<file path="src/rtl/gcc_pkg.sv">
package gcc_pkg;
  localparam int GAP_W_DEF = 6;
  localparam int RHB_BIT   = 7;
  localparam int IBR_BIT   = 6;

  typedef enum logic [1:0] {
    UPD_NONE = 2'd0,
    UPD_REG  = 2'd1,
    UPD_PKT  = 2'd2
  } upd_src_e;
endpackage

</file>
<file path="src/rtl/gcc_upd_sel.sv">
module gcc_upd_sel
  import gcc_pkg::*;
#(
  parameter int GAP_W = GAP_W_DEF,
  localparam int REG_W = GAP_W + 2
) (
  input  logic             reg_wr_en,
  input  logic [REG_W-1:0] reg_wr_data,
  input  logic             pkt_vld,
  input  logic             pkt_rhb,
  input  logic [GAP_W-1:0] pkt_gap,
  output upd_src_e         upd_src,
  output logic             upd_vld,
  output logic             upd_rhb,
  output logic [GAP_W-1:0] upd_gap,
  output logic             ibr_hit
);
  // A register write takes priority over a packet in the same cycle
  always_comb begin
    upd_src = UPD_NONE;
    upd_rhb = 1'b0;
    upd_gap = '0;
    if (reg_wr_en) begin
      upd_src = UPD_REG;
      upd_rhb = reg_wr_data[REG_W-1];
      upd_gap = reg_wr_data[GAP_W-1:0];
    end else if (pkt_vld) begin
      upd_src = UPD_PKT;
      upd_rhb = pkt_rhb;
      upd_gap = pkt_gap;
    end
  end

  assign upd_vld = (upd_src != UPD_NONE);
  assign ibr_hit = reg_wr_en & reg_wr_data[REG_W-2];
endmodule

</file>
<file path="src/rtl/gcc_rst_hist.sv">
module gcc_rst_hist (
  input  logic clk,
  input  logic rst,
  input  logic upd_vld,
  input  logic bus_rst_evt,
  output logic force_max
);
  logic armed;

  // A reset seen while armed, with no update in the same cycle, forces max
  assign force_max = bus_rst_evt & armed & ~upd_vld;

  always_ff @(posedge clk) begin
    if (rst)
      armed <= 1'b0;
    else if (bus_rst_evt)
      armed <= 1'b1;
    else if (upd_vld)
      armed <= 1'b0;
  end
endmodule

</file>
<file path="src/rtl/gcc_state.sv">
module gcc_state #(
  parameter int GAP_W = 6,
  localparam logic [GAP_W-1:0] GAP_MAX = {GAP_W{1'b1}}
) (
  input  logic             clk,
  input  logic             rst,
  input  logic             upd_vld,
  input  logic             upd_rhb,
  input  logic [GAP_W-1:0] upd_gap,
  input  logic             force_max,
  input  logic             ibr_hit,
  output logic             root_hold,
  output logic [GAP_W-1:0] gap_cnt,
  output logic             bus_rst_req
);
  always_ff @(posedge clk) begin
    if (rst) begin
      gap_cnt     <= GAP_MAX;
      root_hold   <= 1'b0;
      bus_rst_req <= 1'b0;
    end else begin
      bus_rst_req <= ibr_hit;
      if (upd_vld) begin
        gap_cnt   <= upd_gap;
        root_hold <= upd_rhb;
      end else if (force_max) begin
        gap_cnt   <= GAP_MAX;
      end
    end
  end
endmodule

</file>
<file path="src/rtl/gap_count_ctrl.sv">
module gap_count_ctrl
  import gcc_pkg::*;
#(
  parameter int GAP_W = GAP_W_DEF,
  localparam int REG_W = GAP_W + 2
) (
  input  logic             clk,
  input  logic             rst,
  input  logic             reg_wr_en,
  input  logic [REG_W-1:0] reg_wr_data,
  input  logic             pkt_vld,
  input  logic             pkt_rhb,
  input  logic [GAP_W-1:0] pkt_gap,
  input  logic             bus_rst_evt,
  output logic             root_hold,
  output logic [GAP_W-1:0] gap_cnt,
  output logic [REG_W-1:0] reg_rd_data,
  output logic             bus_rst_req
);
  upd_src_e         upd_src;
  logic             upd_vld;
  logic             upd_rhb;
  logic [GAP_W-1:0] upd_gap;
  logic             ibr_hit;
  logic             force_max;

  gcc_upd_sel #(.GAP_W(GAP_W)) u_sel (
    .reg_wr_en   (reg_wr_en),
    .reg_wr_data (reg_wr_data),
    .pkt_vld     (pkt_vld),
    .pkt_rhb     (pkt_rhb),
    .pkt_gap     (pkt_gap),
    .upd_src     (upd_src),
    .upd_vld     (upd_vld),
    .upd_rhb     (upd_rhb),
    .upd_gap     (upd_gap),
    .ibr_hit     (ibr_hit)
  );

  gcc_rst_hist u_hist (
    .clk         (clk),
    .rst         (rst),
    .upd_vld     (upd_vld),
    .bus_rst_evt (bus_rst_evt),
    .force_max   (force_max)
  );

  gcc_state #(.GAP_W(GAP_W)) u_state (
    .clk         (clk),
    .rst         (rst),
    .upd_vld     (upd_vld),
    .upd_rhb     (upd_rhb),
    .upd_gap     (upd_gap),
    .force_max   (force_max),
    .ibr_hit     (ibr_hit),
    .root_hold   (root_hold),
    .gap_cnt     (gap_cnt),
    .bus_rst_req (bus_rst_req)
  );

  // Read-back image: initiate-reset bit always reads as zero
  assign reg_rd_data = {root_hold, 1'b0, gap_cnt};
endmodule

</file>
<file path="config.mk">
export PLATFORM = sky130hd
export DESIGN_NAME = gap_count_ctrl
export DESIGN_NICKNAME = d
export VERILOG_FILES = /design/src/rtl/gcc_pkg.sv /design/src/rtl/gcc_upd_sel.sv /design/src/rtl/gcc_rst_hist.sv /design/src/rtl/gcc_state.sv /design/src/rtl/gap_count_ctrl.sv
export SDC_FILE = /design/constraint.sdc
export NUM_CORES = 1
export LEC_CHECK = 0
export BUFFER_PORTS_ARGS = -buffer_cell sky130_fd_sc_hd__buf_2
export CAP_MARGIN = 15
export CORE_AREA = 2 2 39 41
export DETAILED_ROUTE_END_ITERATION = 12
export DIE_AREA = 0 0 41 43
export GPL_ROUTABILITY_DRIVEN = 0
export PLACE_DENSITY = 0.71
export SKIP_LAST_GASP = 1
export SYNTH_ARGS = -nofsm -noshare
export SYNTH_HDL_FRONTEND = slang
export SYNTH_SLANG_ARGS = --single-unit
</file>
<file path="constraint.sdc">
create_clock -name clk -period 1.3 [get_ports clk]
set_input_delay 0.065 -clock clk [delete_from_list [all_inputs] [get_ports clk]]
set_output_delay 0.065 -clock clk [all_outputs]
set_load 0.01 [all_outputs]
</file>
Word level (Yosys, flattened, before mapping)

Cells that the tools add are included.

Mux-type cells: 10
Bitwise operators: 4
Reductions and logical operators: 3

Operator list:

| cell              | count |
|---|---|
| $mux 6            | 4 |
| $reduce_bool 2->1 | 3 |
| $mux 1            | 4 |
| $mux 2            | 2 |
| $and 1x1->1       | 3 |
| $not 1->1         | 1 |

Register bits after elaboration: 9
Output and inout port bits: 16
Word-level logic and storage cells: 21

Logic depth before layout (Yosys ltp)

Gate-level depths: netlist of the first run.

Word-level depth: 7
Mapped depth: 4

Cells and area by module

Synthesis of the first run repeated with hierarchy kept, for this count alone.

Cell total of the unflattened synthesis: 58
Area total of the unflattened synthesis: 548.0 um2

Modules (own cells, without submodules):

| module         | times used | cells an instance | area each (um2) |
|---|---|---|---|
| gcc_state      | 1          | 27                | 312.8 |
| gcc_upd_sel    | 1          | 17                | 121.4 |
| gap_count_ctrl | 1          | 9                 | 63.8 |
| gcc_rst_hist   | 1          | 5                 | 50.0 |

Least setup slack after synthesis of the first run

Ideal clock, no wire load.

Path kind: register -> register
From: register u_hist.armed
To: register u_state.gap_cnt[2]
Setup time: 87 ps
Data arrival time: 838 ps
Data required time: 1213 ps
Path slack: 375 ps
Cell stages (with the launch flop): 5
Buffers on the path: 1
Clock period less this slack: 925 ps
Cells stage by stage: dfxtp_1 -> a211oi_2 -> buf_6 -> a21oi_2 -> o31ai_1

Cells in the longest elaborated chain, start to end: 3

RTL lines:

| item                               | RTL line           | text |
|---|---|---|
| start: declaration                 | gcc_rst_hist.sv:8  | `logic armed;` |
| start signal: assignment           | gcc_rst_hist.sv:15 | `armed <= 1'b0;` |
| start signal: assignment           | gcc_rst_hist.sv:17 | `armed <= 1'b1;` |
| start signal: assignment           | gcc_rst_hist.sv:19 | `armed <= 1'b0;` |
| $and 1x1->1 (2 in a row)           | gcc_rst_hist.sv:11 | `assign force_max = bus_rst_evt & armed & ~upd_vld;` |
| $reduce_bool 2->1 (no source line) | -                  |  |
| end signal: assignment             | gcc_state.sv:24    | `gap_cnt <= upd_gap;` |
| end: declaration                   | gcc_state.sv:13    | `output logic [GAP_W-1:0] gap_cnt,` |

No other way between the ends.
A chain may end at the register's enable or synchronous reset.

Worst setup path after layout of the first run

From: register u_hist.armed
To: register u_state.gap_cnt[5]

Same word-level chain as after synthesis.

==> reports/qor.csv, run 1 <==
stage,metric,value,unit
global_routing,initial antenna violation count,0,
worst_setup_path,critical path startpoint category,flop,
final_layout,Util after Layout,0.438,
detailed_routing,Met3 Wirelength,114,um
cts,post-cts repair resize count,0,
yosys,sequential area share after synthesis,0.393,
die,row count,14,
final_layout,# diodes,0,
cts,clk slew on worst S/H paths,0.06,ns
sta,Hold Fails Final Rpt,0,
global_routing,first-pass GRT wire length,1350,um
final_layout,"most common cell after layout, fill and taps aside",buf_2,
cts,clock sink count,9,
worst_setup_path,Critical Path AT,1.15,ns
worst_setup_path,"slowest stage cell, crit path",dfxtp_1,
detailed_routing,Vias,436,
worst_setup_path,crit-path cells,a211oi_2 -> buf_4 -> a21oi_1 -> o21ai_1,
cts,clk buf depth,2,
global_routing,GR Util All Layers,0.115,
yosys,Synth Register Bits,9,
yosys,post-synth net total,71,
sta,clk_skew,0.00664,ns
detailed_routing,vias per std cell,4.54,
die,core footprint,1380,um2
worst_setup_path,CP top delay family,compound AO/OA/AOI/OAI gates,
die,io pins,36,
detailed_routing,TritonRoute pass-1 iters,4,
detailed_routing,DR WL met2,447,um
worst_setup_path,crit path capture type,flop,
detailed_routing,ANT nets after route,0,
pwr,PwrDens,1100,nW/um2
yosys,Post-Synthesis Cells,51,
yosys,mean area per synthesized cell,8.98,um2
sta,unrepaired setup endpoints after global routing,false,
placement,hpwl dp,757,um
global_routing,largest net degree at the start of global routing,13,
cts,number of hold buffers added after cts,0,
yosys,Netlist Area Pre-Place,458,um2
worst_setup_path,CP Class,flop to flop,
sta,Final WS setup,0.343,ns
worst_hold_path,Hold Path Class,input pin to flop,
sta,minimum clock period,0.957,ns
die,Die ar.,1760,um2
detailed_routing,Post-Route WL,1000,um
cts,H-tree Lvls,1,
worst_setup_path,WP buf/inv,1,
detailed_routing,DR top layer,met3,
cts,clk root buf,clkbuf_4,
cts,TritonCTS clock tree,built,
pwr,leakage,0.282,nW
sta,Setup TNS,0,ns
cts,Post-CTS Setup Bufs,0,
yosys,yosys warns,0,
sta,Setup-failing EPs final,0,
pwr,peak supply drop,0.371,mV
run_status,outcome,"complete, no violations",
placement,pre-CTS setup slack,0.368,ns
detailed_routing,DR WL/cell,10.4,um
placement,PortBufs,34,
die,Initial Utilization,0.331,
sta,Tcrit/Tclk final,0.736,
die,chip height,43,um
final_layout,most frequent cells in the layout,"buf_2 (34), dfxtp_1 (9), o22ai_1 (5)",
detailed_routing,Remaining DRCs,0,
global_routing,GRT Residual Overflow,0,
final_layout,Nets,101,
worst_setup_path,Worst EP required,1.49,ns
sta,Slew Limit Fails,0,
detailed_routing,DRT met1 WL,437,um
worst_setup_path,CP Max Fanout,12,
sta,Fmax achieved,1.05,GHz
yosys,Yosys cell types,18,
die,Die Width,41,um
global_routing,vias in the first global route,326,
pwr,Tot Pwr,669,uW
detailed_routing,Iteration-0 DRC Markers,7,
job,max-cap violations,0,
final_layout,layout cells sized above 1,0.575,
cts,Num CTS Buffers,3,
worst_setup_path,"slowest stage delay, CP",0.32,ns
final_layout,P&R area growth vs syn,32.2,%
cts,worst-skew pair later-pin latency,0.26,ns
-- tightest hold or removal path, cell delays in order --
cell and delay (ns):
buf_2 0.08, nand2_1 0.04, nor2_1 0.07
-- cells in the mapped netlist (all sizes together) --
cell / n / area (um2)
a211oi: 1 / 12.5
a21oi: 8 / 55.1
buf: 10 / 76.3
conb: 1 / 3.75
dfxtp: 9 / 180
inv: 1 / 3.75
mux2: 1 / 11.3
nand2: 3 / 11.3
nand2b: 1 / 6.26
nor2: 4 / 15.0
nor3b: 1 / 7.51
o21ai: 5 / 36.3
o22ai: 5 / 31.3
o31ai: 1 / 7.51
-- power breakdown --
part	leakage [nW]	total [mW]	internal, mW	switching (mW)
Combinational	0.193	0.145	0.0693	0.0759
Clock	0.0150	0.215	0.118	0.0967
Sequential	0.0748	0.309	0.296	0.0133
Total	0.282	0.669	0.483	0.186
-- layout make-up --
class | count | area (um2)
well taps | 16 | 20.0
fillers | 157 | 778
repair buffers | 35 | 178
flip-flops and latches | 9 | 180
multi-input cells | 31 | 198
clock buffers | 4 | 26.3
inverters | 1 | 3.75
-- stage by stage --
stage	area [um2]	hold slack [ns]	std cells
global placement	579	0.293	92
CTS	606	0.0170	96
finish	606	0.0248	96
detailed placement	579	0.295	92
global route	606	0.0166	96
floorplan	458	0.179	51
-- cell families after synthesis --
family,count (synthesis),synth area share
other,1,0.00819
muxes,1,0.0246
buffers and inverters,11,0.175
DFF,9,0.393
and+or+nand+nor,9,0.0874
AOI/OAI and AO/OA,20,0.311
-- state kept, by name (all words and copies together) (netlist names) --
name and count:
u_state.bus_rst_req 1, u_state.root_hold 1, u_hist.armed 1, u_state.gap_cnt 6
-- final timing paths --
| check | end | cells past startpoint | startpoint | slack, ns |
|---|---|---|---|---|
| hold / removal | u_state.bus_rst_req | 3 | reg_wr_data[6] | 0.02 |
| setup reg to reg | u_state.gap_cnt[5] | 4 | u_hist.armed | 0.34 |
| setup / recovery | u_state.gap_cnt[5] | 4 | u_hist.armed | 0.34 |
| hold reg to reg | u_state.gap_cnt[3] | 2 | u_state.gap_cnt[3] | 0.48 |
-- per-layer routing --
layer  vias up  GRT usage
met5         -          0
met4         0     0.0600
met3         0     0.0471
met2        23      0.159
met1       185      0.147
li1        228          -
No activity file was read; power rests on OpenSTA's default activity.
==> inputs of run 2 (changes only) <==
clock period = 0.9 ns   (was 1.3 ns; I/O delays follow)
==> reports/qor.csv, run 2 (synthesized netlist as in run 1, its figures left out) <==
stage,metric,value,unit,change
run_status,outcome,"complete, but fails checks",,
run_status,failing checks,negative setup slack,,
job,max-cap violations,0,,unchanged
worst_setup_path,crit-path cells,a211oi_2 -> buf_4 -> a21oi_2 -> o31ai_1,,
final_layout,area taken by multi-input logic gates,198,um2,unchanged
sta,Fmax achieved,1.09,GHz,+4.1%
placement,# placed instances,93,,+1.1%
cts,worst-skew pair later-pin latency,0.25,ns,about the same
final_layout,post-route insts no fill,97,,+1.0%
final_layout,Largest Register,u_state.gap_cnt,,
die,row count,14,,unchanged
detailed_routing,Vias,437,,+0.23%
worst_setup_path,R2R depth,4,,unchanged
global_routing,GRT Residual Overflow,0,,unchanged
worst_setup_path,"slowest stage cell, crit path",dfxtp_2,,
die,chip height,43,um,unchanged
detailed_routing,Remaining DRCs,0,,unchanged
global_routing,first-pass GRT wire length,1430,um,+5.6%
worst_setup_path,critical path startpoint category,flop,,
placement,pre-CTS setup slack,-0.0172,ns,-0.386 ns
cts,clk root buf,clkbuf_4,,
detailed_routing,vias per std cell,4.51,,-0.80%
worst_setup_path,crit path capture type,flop,,
cts,clk slew on worst S/H paths,0.06,ns,about the same
pwr,peak supply drop,0.674,mV,+82%
sta,Hold Fails Final Rpt,0,,unchanged
pwr,PwrDens,1560,nW/um2,+41%
worst_setup_path,CP Class,flop to flop,,
global_routing,vias in the first global route,335,,+2.8%
final_layout,P&R area growth vs syn,34.2,%,
global_routing,GR Util All Layers,0.128,,+0.0130
detailed_routing,TritonRoute pass-1 iters,2,,-2
sta,WHS,0.0128,ns,-0.0120 ns
cts,number of hold buffers added after cts,0,,unchanged
final_layout,register area,181,um2,+0.69%
die,Die Width,41,um,unchanged
pwr,leakage,0.288,nW,+2.0%
sta,minimum clock period,0.919,ns,-0.0381 ns
worst_hold_path,WHS Endpoint,u_state.bus_rst_req,,
worst_setup_path,Worst R2R Setup Slack,-0.02,ns,-0.36 ns
final_layout,post-route cell area,614,um2,+1.4%
cts,clock sink count,9,,unchanged
global_routing,initial antenna violation count,0,,unchanged
worst_setup_path,CP Max Fanout,6,,-6
final_layout,"most common cell after layout, fill and taps aside",buf_2,,
worst_setup_path,Worst EP required,1.07,ns,-0.42 ns
final_layout,max FFs per register,6,,unchanged
placement,dpl cell area,587,um2,+1.3%
worst_setup_path,Critical Path AT,1.09,ns,-0.06 ns
detailed_routing,Iteration-0 DRC Markers,10,,+3
worst_hold_path,Hold Path Class,input pin to flop,,
cts,H-tree Lvls,1,,unchanged
die,Initial Utilization,0.331,,unchanged
die,Die ar.,1760,um2,unchanged
final_layout,most frequent cells in the layout,"buf_2 (34), dfxtp_1 (8), o22ai_1 (5)",,
cts,TritonCTS clock tree,built,,
sta,Setup-failing EPs final,2,,+2
cts,clk buf depth,2,,unchanged
die,core footprint,1380,um2,unchanged
final_layout,Nets,102,,+0.99%
sta,unrepaired setup endpoints after global routing,true,,
worst_hold_path,worst hold path cell count,3,,unchanged
final_layout,Filler Cell Count,155,,-1.3%
sta,Slew Limit Fails,0,,unchanged
detailed_routing,Post-Route WL,983,um,-1.7%
sta,Setup TNS,-0.0371,ns,-0.0371 ns
detailed_routing,ANT nets after route,0,,unchanged
worst_setup_path,worst flop-to-flop path startpoint,u_hist.armed,,
placement,hpwl dp,779,um,+3.0%
worst_hold_path,hold_sp,reg_wr_data[6],,
final_layout,layout cells sized above 1,0.593,,+0.0176
final_layout,# diodes,0,,unchanged
global_routing,largest net degree at the start of global routing,10,,-3
detailed_routing,DR WL/cell,10.1,um,-2.7%
cts,Num CTS Buffers,3,,unchanged
worst_setup_path,"slowest stage delay, CP",0.32,ns,about the same
sta,clk_skew,0.00343,ns,-0.00322 ns
die,io pins,36,,unchanged
worst_setup_path,Worst R2R End,u_state.gap_cnt[2],,
sta,Tcrit/Tclk final,1.02,,+0.285
sta,Final WS setup,-0.0186,ns,-0.362 ns
placement,PortBufs,34,,unchanged
## run 2: cell type report
cell class,count,share of cell area
clock buffer,4,0.0428
multi-input combinational,31,0.322
tap,16,0.0326
timing repair buffer,36,0.301
inverter,1,0.00611
sequential,9,0.295
## run 2: worst max path at each step
stage / startpoint / slack, ns / end
2_1_floorplan: u_hist.armed / -0.02 / u_state.gap_cnt[2]
5_1_grt: u_hist.armed / -0.13 / u_state.gap_cnt[2]
3_5_place_dp: u_hist.armed / -0.02 / u_state.gap_cnt[2]
4_1_cts: u_hist.armed / -0.02 / u_state.gap_cnt[2]
6_report: u_hist.armed / -0.02 / u_state.gap_cnt[2]
3_3_place_gp: u_hist.armed / 0.01 / u_state.gap_cnt[2]
## run 2: where the power goes
group	switching, mW	total (mW)	internal, mW
logic	0.110	0.212	0.103
registers	0.0187	0.446	0.428
clock network	0.130	0.300	0.170
total	0.258	0.959	0.701
## run 2: per-stage QoR
stage          utilization  power, mW
2_1_floorplan            -      0.599
4_1_cts              0.444      0.974
3_3_place_gp         0.424      0.666
5_1_grt              0.444       1.03
6_report             0.444      0.959
3_5_place_dp         0.424      0.670
## run 2: worst max-delay path: cells and delay by family (launching register included)
kind | cells | cell delay (ns)
compound gates | 3 | 0.32
buf+inv | 1 | 0.20
flops | 1 | 0.32
## run 2: per-layer routing
layer  GRT usage  vias to the layer above  share of wire
met2       0.169                       22           0.46
met4      0.0800                        0         0.0041
met1       0.156                      184           0.42
li1            -                      229              -
met5           0                        -              0
met3      0.0681                        2           0.12
## run 2: what timing repair did
item / 4_1_cts / 5_1_grt
setup endpoints to repair: 3 / 6
buffers inserted: 0 / 0
endpoints found under the hold margin: 0 / 0
pin swaps: 0 / 0
resized for setup: 1 / 0
